## src/rtl/serTxPkg.sv

```systemverilog
package serTxPkg;

  // Configuration word layout, bit 7 down to bit 0
  typedef struct packed {
    logic [1:0] stopCode;
    logic       parityEven;
    logic       parityOn;
    logic [1:0] divCode;
    logic [1:0] lenCode;
  } txCfg_t;

  typedef enum logic [1:0] {
    LINE_IDLE,
    LINE_START,
    LINE_DATA,
    LINE_PARITY
  } lineSel_e;

  typedef struct packed {
    logic     loadShift;
    logic     shiftNext;
    lineSel_e lineSel;
  } txStrobe_t;

endpackage

```

## src/rtl/serTxCtrl.sv

```systemverilog
module serTxCtrl
  import serTxPkg::*;
#(
  parameter int DATA_W  = 8,
  parameter int MID_DIV = 16,
  parameter int MAX_DIV = 64
) (
  input  logic       clk,
  input  logic       rstN,
  input  logic       baudTick,
  input  txCfg_t     cfg,
  input  logic       txEnable,
  input  logic       clearToSend,
  input  logic       holdFull,
  output txStrobe_t  strobe,
  output logic       shiftIdle
);

  localparam int CNT_W  = $clog2(2 * MAX_DIV + 1);
  localparam int BIT_W  = $clog2(DATA_W);
  localparam int MIN_LEN = DATA_W - 3;

  typedef enum logic [2:0] {ST_IDLE, ST_START, ST_DATA, ST_PARITY, ST_STOP} txState_e;

  txState_e   state;
  logic [CNT_W-1:0] tickCnt;
  logic [BIT_W-1:0] bitCnt;
  logic [CNT_W-1:0] bitTicks;
  logic [CNT_W-1:0] stopTicks;
  logic [CNT_W-1:0] phaseLimit;
  logic [BIT_W:0]   charLen;
  logic phaseEnd;
  logic frameEnd;
  logic canGo;
  logic loadNow;
  logic lastBit;

  always_comb begin
    case (cfg.divCode)
      2'b10:   bitTicks = CNT_W'(MID_DIV);
      2'b11:   bitTicks = CNT_W'(MAX_DIV);
      default: bitTicks = CNT_W'(1);
    endcase
  end

  always_comb begin
    case (cfg.stopCode)
      2'b10:   stopTicks = (bitTicks == CNT_W'(1)) ? CNT_W'(2)
                                                   : bitTicks + (bitTicks >> 1);
      2'b11:   stopTicks = bitTicks << 1;
      default: stopTicks = bitTicks;
    endcase
  end

  assign charLen    = (BIT_W+1)'(MIN_LEN) + (BIT_W+1)'(cfg.lenCode);
  assign phaseLimit = (state == ST_STOP) ? stopTicks : bitTicks;
  assign phaseEnd   = baudTick && (state != ST_IDLE) && (tickCnt == phaseLimit - CNT_W'(1));
  assign frameEnd   = phaseEnd && (state == ST_STOP);
  assign canGo      = txEnable && clearToSend && (cfg.divCode != 2'b00);
  assign loadNow    = holdFull && canGo && ((state == ST_IDLE) || frameEnd);
  assign lastBit    = ({1'b0, bitCnt} == charLen - (BIT_W+1)'(1));

  always_ff @(posedge clk or negedge rstN) begin
    if (!rstN) begin
      state   <= ST_IDLE;
      tickCnt <= '0;
      bitCnt  <= '0;
    end else if (loadNow) begin
      state   <= ST_START;
      tickCnt <= '0;
      bitCnt  <= '0;
    end else if (phaseEnd) begin
      tickCnt <= '0;
      case (state)
        ST_START: state <= ST_DATA;
        ST_DATA: begin
          if (lastBit) state <= cfg.parityOn ? ST_PARITY : ST_STOP;
          else         bitCnt <= bitCnt + BIT_W'(1);
        end
        ST_PARITY: state <= ST_STOP;
        default:   state <= ST_IDLE;
      endcase
    end else if (baudTick && state != ST_IDLE) begin
      tickCnt <= tickCnt + CNT_W'(1);
    end
  end

  always_comb begin
    strobe.loadShift = loadNow;
    strobe.shiftNext = phaseEnd && (state == ST_DATA);
    case (state)
      ST_START:  strobe.lineSel = LINE_START;
      ST_DATA:   strobe.lineSel = LINE_DATA;
      ST_PARITY: strobe.lineSel = LINE_PARITY;
      default:   strobe.lineSel = LINE_IDLE;
    endcase
  end

  assign shiftIdle = (state == ST_IDLE);

endmodule

```

## src/rtl/serTxData.sv

```systemverilog
module serTxData
  import serTxPkg::*;
#(
  parameter int DATA_W = 8
) (
  input  logic              clk,
  input  logic              rstN,
  input  logic [DATA_W-1:0] txData,
  input  logic              txWrite,
  input  txCfg_t            cfg,
  input  txStrobe_t         strobe,
  output logic              holdFull,
  output logic              lineOut
);

  localparam int MIN_LEN = DATA_W - 3;

  logic [DATA_W-1:0] holdReg;
  logic [DATA_W-1:0] shiftReg;
  logic [DATA_W-1:0] lenMask;
  logic              parityReg;
  logic              parityCalc;

  for (genvar i = 0; i < DATA_W; i++) begin : g_mask
    assign lenMask[i] = (i < MIN_LEN + int'(cfg.lenCode));
  end

  assign parityCalc = cfg.parityEven ? (^(holdReg & lenMask)) : ~(^(holdReg & lenMask));

  always_ff @(posedge clk or negedge rstN) begin
    if (!rstN) begin
      holdReg  <= '0;
      holdFull <= 1'b0;
    end else begin
      if (txWrite) holdReg <= txData;
      holdFull <= txWrite || (holdFull && !strobe.loadShift);
    end
  end

  always_ff @(posedge clk or negedge rstN) begin
    if (!rstN) begin
      shiftReg  <= '0;
      parityReg <= 1'b0;
    end else if (strobe.loadShift) begin
      shiftReg  <= holdReg;
      parityReg <= parityCalc;
    end else if (strobe.shiftNext) begin
      shiftReg  <= {1'b0, shiftReg[DATA_W-1:1]};
    end
  end

  always_comb begin
    case (strobe.lineSel)
      LINE_START:  lineOut = 1'b0;
      LINE_DATA:   lineOut = shiftReg[0];
      LINE_PARITY: lineOut = parityReg;
      default:     lineOut = 1'b1;
    endcase
  end

endmodule

```

## src/rtl/serTx.sv

```systemverilog
module serTx
  import serTxPkg::*;
#(
  parameter int DATA_W  = 8,
  parameter int MID_DIV = 16,
  parameter int MAX_DIV = 64
) (
  input  logic              clk,
  input  logic              rstN,
  input  logic              baudTick,
  input  logic [7:0]        txCfg,
  input  logic [DATA_W-1:0] txData,
  input  logic              txWrite,
  input  logic              txEnable,
  input  logic              clearToSend,
  input  logic              sendBreak,
  output logic              txLine,
  output logic              txReady,
  output logic              txEmpty
);

  txCfg_t    cfg;
  txStrobe_t strobe;
  logic      holdFull;
  logic      shiftIdle;
  logic      frameLine;

  assign cfg = txCfg_t'(txCfg);

  serTxCtrl #(.DATA_W(DATA_W), .MID_DIV(MID_DIV), .MAX_DIV(MAX_DIV)) u_ctrl (
    .clk         (clk),
    .rstN        (rstN),
    .baudTick    (baudTick),
    .cfg         (cfg),
    .txEnable    (txEnable),
    .clearToSend (clearToSend),
    .holdFull    (holdFull),
    .strobe      (strobe),
    .shiftIdle   (shiftIdle)
  );

  serTxData #(.DATA_W(DATA_W)) u_data (
    .clk      (clk),
    .rstN     (rstN),
    .txData   (txData),
    .txWrite  (txWrite),
    .cfg      (cfg),
    .strobe   (strobe),
    .holdFull (holdFull),
    .lineOut  (frameLine)
  );

  assign txLine  = frameLine && !sendBreak;
  assign txReady = !holdFull;
  assign txEmpty = !holdFull && shiftIdle;

endmodule

```

## config.mk

```make
export PLATFORM = sky130hd
export DESIGN_NAME = serTx
export DESIGN_NICKNAME = d
export VERILOG_FILES = /design/src/rtl/serTxPkg.sv /design/src/rtl/serTxCtrl.sv /design/src/rtl/serTxData.sv /design/src/rtl/serTx.sv
export SDC_FILE = /design/constraint.sdc
export NUM_CORES = 1
export LEC_CHECK = 0
export BUFFER_PORTS_ARGS = -buffer_cell sky130_fd_sc_hd__buf_2
export CAP_MARGIN = 15
export CORE_ASPECT_RATIO = 0.7
export CORE_MARGIN = 2
export CORE_UTILIZATION = 35
export CTS_BUF_LIST = sky130_fd_sc_hd__clkbuf_4 sky130_fd_sc_hd__clkbuf_8 sky130_fd_sc_hd__clkbuf_16
export DETAILED_ROUTE_END_ITERATION = 10
export PLACE_DENSITY = 0.54
export SYNTH_ARGS = -nofsm -noshare
export SYNTH_HDL_FRONTEND = slang
export SYNTH_SLANG_ARGS = --single-unit
```

## constraint.sdc

```tcl
create_clock -name clk -period 2.7 [get_ports clk]
set_clock_uncertainty 0.15 [all_clocks]
set_input_delay 0.54 -clock clk [delete_from_list [all_inputs] [get_ports clk]]
set_output_delay 0.54 -clock clk [all_outputs]
set_load 0.01 [all_outputs]
```

==> flow_summary_export.csv, run 1 <==
group,metric,value,unit
outcome,status,"complete, but fails checks",
outcome,violations,"setup timing",
logic_synthesis,post-synth-top-area-cell,"dfrtp_1",
floorplanning,die_area,6019,um^2
cts,htree_levels,2,
cts,cts_buffer_depth,2,
layout,final-seq-area,800.8,um^2
cts,cts_buffers,5,
floorplanning,die_y,65.51,um
logic_synthesis,ys_top_cells_by_area,"dfrtp_1, xnor2_1, nand2_1",
grt,antenna_found_initial,0,
sta,rsz0062_at_grt,"true",
grt,grt_pass1_wl,7196,um
logic_synthesis,synth_edf_count,0,
route,final_antenna_net_count,0,
cts,cts.sinks,32,
layout,multi_input_area,1071,um^2
logic_synthesis,synth_ff_type,"dfrtp_1",
route,wire_per_inst,14.48,um
placement,io_buffer_count,25,
critical_path,end_kind,"flop",
logic_synthesis,async_flop_share,1.000,
sta,slew_headroom,0.5098,
logic_synthesis,synth_cell_type_count,50,
layout,design_area,2356,um^2
route,wl,4620,um
grt,grt_overflow,0,
sta,setup_viol,23,
logic_synthesis,synth-seq-cells,32,
placement,globalplace.congestion,0.8969,
layout,num-fill-cells,540,
logic_synthesis,ys_warn_count,0,
sta,layout_setup_ws,-0.1193,ns
cts,cts.clk_slew.worst_paths,0.06,ns
grt,grt_usage,0.1581,
critical_path,path_max_fanout,5,
critical_path,cp-start-kind,"flop",
logic_synthesis,synthCells,205,
route,vias,1679,
floorplanning,die_x,91.88,um
layout,diodes,0,
cts,cts-root-buf,"clkbuf_8",
route,drt_first_iter_violations,101,
sta,slew_violations,0,
floorplanning,core,5230,um^2
critical_path,critPathKind,"reg -> reg",
sta,whs,0.1566,ns
pwr,p_per_area,730.8,nW/um^2
critical_path,crit_required,2.72,ns
sta,finalCritPeriodShare,1.044,
sta,worstMarginPinSlew,0.7353,ns
pwr,ir_drop,0.2120,mV
route,drc,0,
logic_synthesis,yosysMostFrequentCell,"dfrtp_1",
floorplanning,floorplan.initialDensity,0.3617,
logic_synthesis,ys_seq_area_frac,0.4233,
layout,nets,273,
floorplanning,io_pins,26,
sta,final.min_clock_period,2.819,ns
layout,fin_util,0.4505,
grt,grt_max_degree,33,
sta,hold_violations,0,
placement,place_area,2207,um^2
route,drtPass1Iterations,4,
sta,fmax,0.3547,GHz
hold_path,hold_class,"in -> async",
cts,cts_tree,"yes",
layout,areaGrowthSynthToFinish,24.54,%
pwr,p_leak,0.001083,uW
cts,hold_buffers,0,
placement,hpwl,3291,um
logic_synthesis,synth_commonest_cells,"dfrtp_1, nand2_1",
logic_synthesis,syn_nets,231,
critical_path,arrival,2.83,ns
floorplanning,rows,22,
layout,drive_gt1_frac,0.2955,
logic_synthesis,netlist_area,1892,um^2
logic_synthesis,syn_area_per_cell,9.228,um^2
job,maxCapViolCount,0,
sta,setup_tns,-1.768,ns
logic_synthesis,synth_top_area_share,0.4233,
route,via_per_inst,5.263,
grt,grt_pass1_vias,1446,
cts,insertion_delay,0.29,ns
cell usage in the layout, fill, tap and decap left out, types with 2 or more instances in the layout:
master,count
nand2_1,22
o221ai_1,2
mux2_2,6
clkbuf_8,5
buf_2,25
a31oi_1,4
xnor2_1,12
nor3_1,4
buf_4,18
xor2_1,3
nor2_1,12
nand4_1,3
mux2i_1,5
o21ai_0,9
nand2b_1,2
o21ai_1,5
nand3_1,12
inv_1,11
a21oi_2,2
ha_1,2
dfrtp_1,32
and3_1,4
nand2_2,2
a21oi_1,5
o31ai_1,4
path summary, 6_finish.rpt:
path                       cells after the start                             to  slack (ns)                          from
max in group asynchronous                      1    u_ctrl.state[2]$_DFFE_PN0P_        1.76                          rstN
min in group clk                               3  u_data.holdReg[7]$_DFFE_PN0P_        0.32                     txData[7]
setup reg to reg                              10  u_ctrl.tickCnt[1]$_DFFE_PN0P_       -0.12   u_ctrl.state[0]$_DFFE_PN0P_
setup / recovery                              10  u_ctrl.tickCnt[1]$_DFFE_PN0P_       -0.12   u_ctrl.state[0]$_DFFE_PN0P_
hold reg to reg                                2   u_data.parityReg$_DFFE_PN0P_        0.34  u_data.parityReg$_DFFE_PN0P_
hold / removal                                 1  u_ctrl.tickCnt[3]$_DFFE_PN0P_        0.16                          rstN
per-layer routing:
metal | wire (um) | vias up | share of wire | GRT usage
li1 | - | 819 | - | -
met1 | 2350 | 803 | 0.51 | 0.2421
met2 | 1893 | 50 | 0.41 | 0.2050
met3 | 300 | 7 | 0.065 | 0.04128
met4 | 76 | 0 | 0.016 | 0.06716
met5 | 0 | - | 0 | 0
stage by stage:
stage | setup slack (ns) | instances | power [uW]
2_1_floorplan | -0.01422 | 205 | 1147
3_3_place_gp | -0.2514 | 309 | 1331
3_5_place_dp | -0.3147 | 309 | 1334
4_1_cts | -0.06227 | 316 | 1702
5_1_grt | -0.2395 | 319 | 1861
6_report | -0.1193 | 319 | 1722
power breakdown:
part / total, uW / internal [uW] / switching, uW
clock: 362 / 185 / 177
combinational: 599 / 290 / 310
sequential: 761 / 621 / 139
total: 1720 / 1100 / 626
area by class of cell:
cell class	count	share of cell area
inverter	11	0.01753
clock buffer	6	0.03240
timing repair buffer	44	0.1152
multi-input combinational	153	0.4546
clock inverter	1	0.002124
tap	72	0.03824
sequential	32	0.3399
worst max-delay path, cell delays in order (launching register included):
cell      delay (ns)
dfrtp_1         0.40
and4bb_2        0.32
nand2_2         0.06
ha_4            0.17
nor2b_4         0.13
o31ai_2         0.26
nand4_1         0.15
a2111o_2        0.51
a21oi_2         0.26
buf_4           0.19
o21ai_0         0.09
sequential cells by signal, summed over array words and instances (netlist names):
signal            count
u_ctrl.tickCnt        8
u_data.holdReg        8
u_data.shiftReg       8
u_ctrl.bitCnt         3
u_ctrl.state          3
u_data.holdFull       1
u_data.parityReg      1
logic make-up after synthesis:
| family | Yosys count | synth area share |
|---|---|---|
| AO/OA/AOI/OAI | 46 | 0.1594 |
| XOR/XNOR | 15 | 0.06945 |
| adder cells (fa/ha/maj) | 3 | 0.01984 |
| buffers and inverters | 21 | 0.04828 |
| flip-flops | 32 | 0.4233 |
| multiplexers | 11 | 0.06217 |
| AND/OR/NAND/NOR | 77 | 0.2176 |
repair_timing:
action	CTS	global route
pin swaps	0	7
buffers inserted	0	2
endpoints found under the setup margin	17	24
resized for setup	4	9
gates cloned	0	1
Note: power is estimated with default switching activity, not from simulation.
==> inputs of run 2 (changes only) <==
- clock period: 2.7 -> 2.3 ns (I/O delays scaled with it)
==> flow_summary_export.csv, run 2 (synthesis gave the netlist of run 1 again) <==
group,metric,value,unit
grt,grt_pass1_vias,1518,
floorplanning,die_area,6019,um^2
cts,cts_buffers,5,
sta,rsz0062_at_grt,"true",
pwr,p_leak,0.001127,uW
sta,final.min_clock_period,2.801,ns
route,drtPass1Iterations,4,
pwr,p_per_area,894.3,nW/um^2
critical_path,crit_required,2.31,ns
cts,cts-root-buf,"clkbuf_8",
floorplanning,floorplan.initialDensity,0.3617,
grt,antenna_found_initial,0,
sta,whs,0.06458,ns
placement,hpwl,3429,um
cts,insertion_delay,0.29,ns
job,maxCapViolCount,0,
layout,areaGrowthSynthToFinish,28.84,%
layout,final_common_cell,"dfrtp_1",
route,wl,4703,um
critical_path,critPathKind,"reg -> reg",
critical_path,path_max_fanout,7,
grt,grt_overflow,0,
outcome,violations,"setup timing",
critical_path,cp-start-kind,"flop",
layout,nets,279,
cts,cts_buffer_depth,2,
route,drt_first_iter_violations,93,
floorplanning,core,5230,um^2
pwr,power,2180,uW
pwr,ir_drop,0.2976,mV
sta,slew_violations,0,
floorplanning,die_y,65.51,um
outcome,status,"complete, but fails checks",
sta,layout_setup_ws,-0.5012,ns
route,wire_per_inst,14.43,um
placement,io_buffer_count,25,
sta,setup_viol,24,
route,vias,1640,
sta,hold_violations,0,
layout,top_regs,"u_ctrl.tickCnt: 8 flops, u_data.holdReg: 8 flops, u_data.shiftReg: 8 flops",
layout,drive_gt1_frac,0.3228,
cts,cts.sinks,32,
layout,diodes,0,
cts,cts.clk_slew.worst_paths,0.07,ns
sta,slew_headroom,0.5222,
sta,worstMarginPinSlew,0.7168,ns
layout,num-fill-cells,520,
floorplanning,rows,22,
route,drc,0,
critical_path,arrival,2.81,ns
route,via_per_inst,5.031,
cts,cts_tree,"yes",
critical_path,end_kind,"flop",
hold_path,hold_class,"in -> async",
cts,htree_levels,2,
grt,grt_max_degree,33,
placement,globalplace.congestion,0.8824,
layout,layout_common_cells,"dfrtp_1, buf_2, buf_4",
sta,finalCritPeriodShare,1.218,
layout,final-seq-area,800.8,um^2
sta,fmax,0.3570,GHz
floorplanning,die_x,91.88,um
floorplanning,io_pins,26,
layout,multi_input_area,1077,um^2
grt,grt_usage,0.1655,
route,final_antenna_net_count,0,
grt,grt_pass1_wl,7617,um
[run 2: cell count changes in the layout (fill, tap and decap cells not counted)]
cell,before,now
nand3_1,12,11
nand3_2,0,1
buf_4,18,24
o21ai_0,9,7
o21ai_1,5,6
o31ai_2,1,0
bufinv_16,0,1
o31ai_1,4,5
and2_4,0,1
and2_1,1,0
o21ai_2,1,2
[run 2: repair_timing]
item	in CTS	in global routing
gates resized for setup	7	7
hold buffers	0	0
buffers inserted	0	2
pin swaps	0	2
setup endpoints to repair	24	24
cloned	0	1
[run 2: metrics by stage]
stage                     TNS [ns]  utilization  std cells  area [um^2]  setup slack, ns
final                       -10.54       0.4660        326         2437          -0.5012
after global routing        -13.40       0.4660        326         2437          -0.6235
after CTS                   -8.770       0.4562        323         2386          -0.4182
after detailed placement    -12.23       0.4316        315         2257          -0.5918
after global placement      -11.92       0.4316        315         2257          -0.5665
after floorplan             -5.138            -        205         1932          -0.3291
[run 2: area by class of cell]
type,instances,share of cell area
multi-input combinational,153,0.4420
sequential,32,0.3285
timing repair buffer,50,0.1299
tap,72,0.03696
clock buffer,6,0.03131
inverter,11,0.01694
clock inverter,2,0.01437
[run 2: layer usage]
layer,global-route usage,vias up,wire (um)
li1,-,828,-
met2,0.2215,22,1865
met1,0.2536,782,2589
met5,0,-,0
met3,0.04243,8,180
met4,0.05784,0,68
[run 2: path summary, 6_finish.rpt]
| path | cells past startpoint | from | slack, ns | endpoint |
|---|---|---|---|---|
| min in group clk | 3 | txData[3] | 0.23 | u_data.holdReg[3]$_DFFE_PN0P_ |
| max | 12 | u_ctrl.state[1]$_DFFE_PN0P_ | -0.50 | u_ctrl.tickCnt[6]$_DFFE_PN0P_ |
| max reg2reg | 12 | u_ctrl.state[1]$_DFFE_PN0P_ | -0.50 | u_ctrl.tickCnt[6]$_DFFE_PN0P_ |
| max in group asynchronous | 1 | rstN | 1.46 | u_data.shiftReg[0]$_DFFE_PN0P_ |
| min reg2reg | 2 | u_data.parityReg$_DFFE_PN0P_ | 0.35 | u_data.parityReg$_DFFE_PN0P_ |
| min | 1 | rstN | 0.06 | u_ctrl.tickCnt[2]$_DFFE_PN0P_ |
[run 2: critical path: stages, from the launching register on]
cell and delay [ns]:
dfrtp_1 0.40, and4bb_2 0.32, nand2_2 0.06, ha_4 0.18, nor2b_4 0.12, o31ai_1 0.27, nand4_1 0.16, buf_4 0.18
a2111o_1 0.35, buf_4 0.17, buf_4 0.15, nand3_1 0.08, a31oi_1 0.09
[run 2: power breakdown]
| group | switching [uW] | leakage (uW) | internal (uW) |
|---|---|---|---|
| Sequential | 147 | 0.000383 | 730 |
| Clock | 215 | 0.0000586 | 333 |
| Combinational | 386 | 0.000685 | 370 |
| Total | 747 | 0.00113 | 1430 |
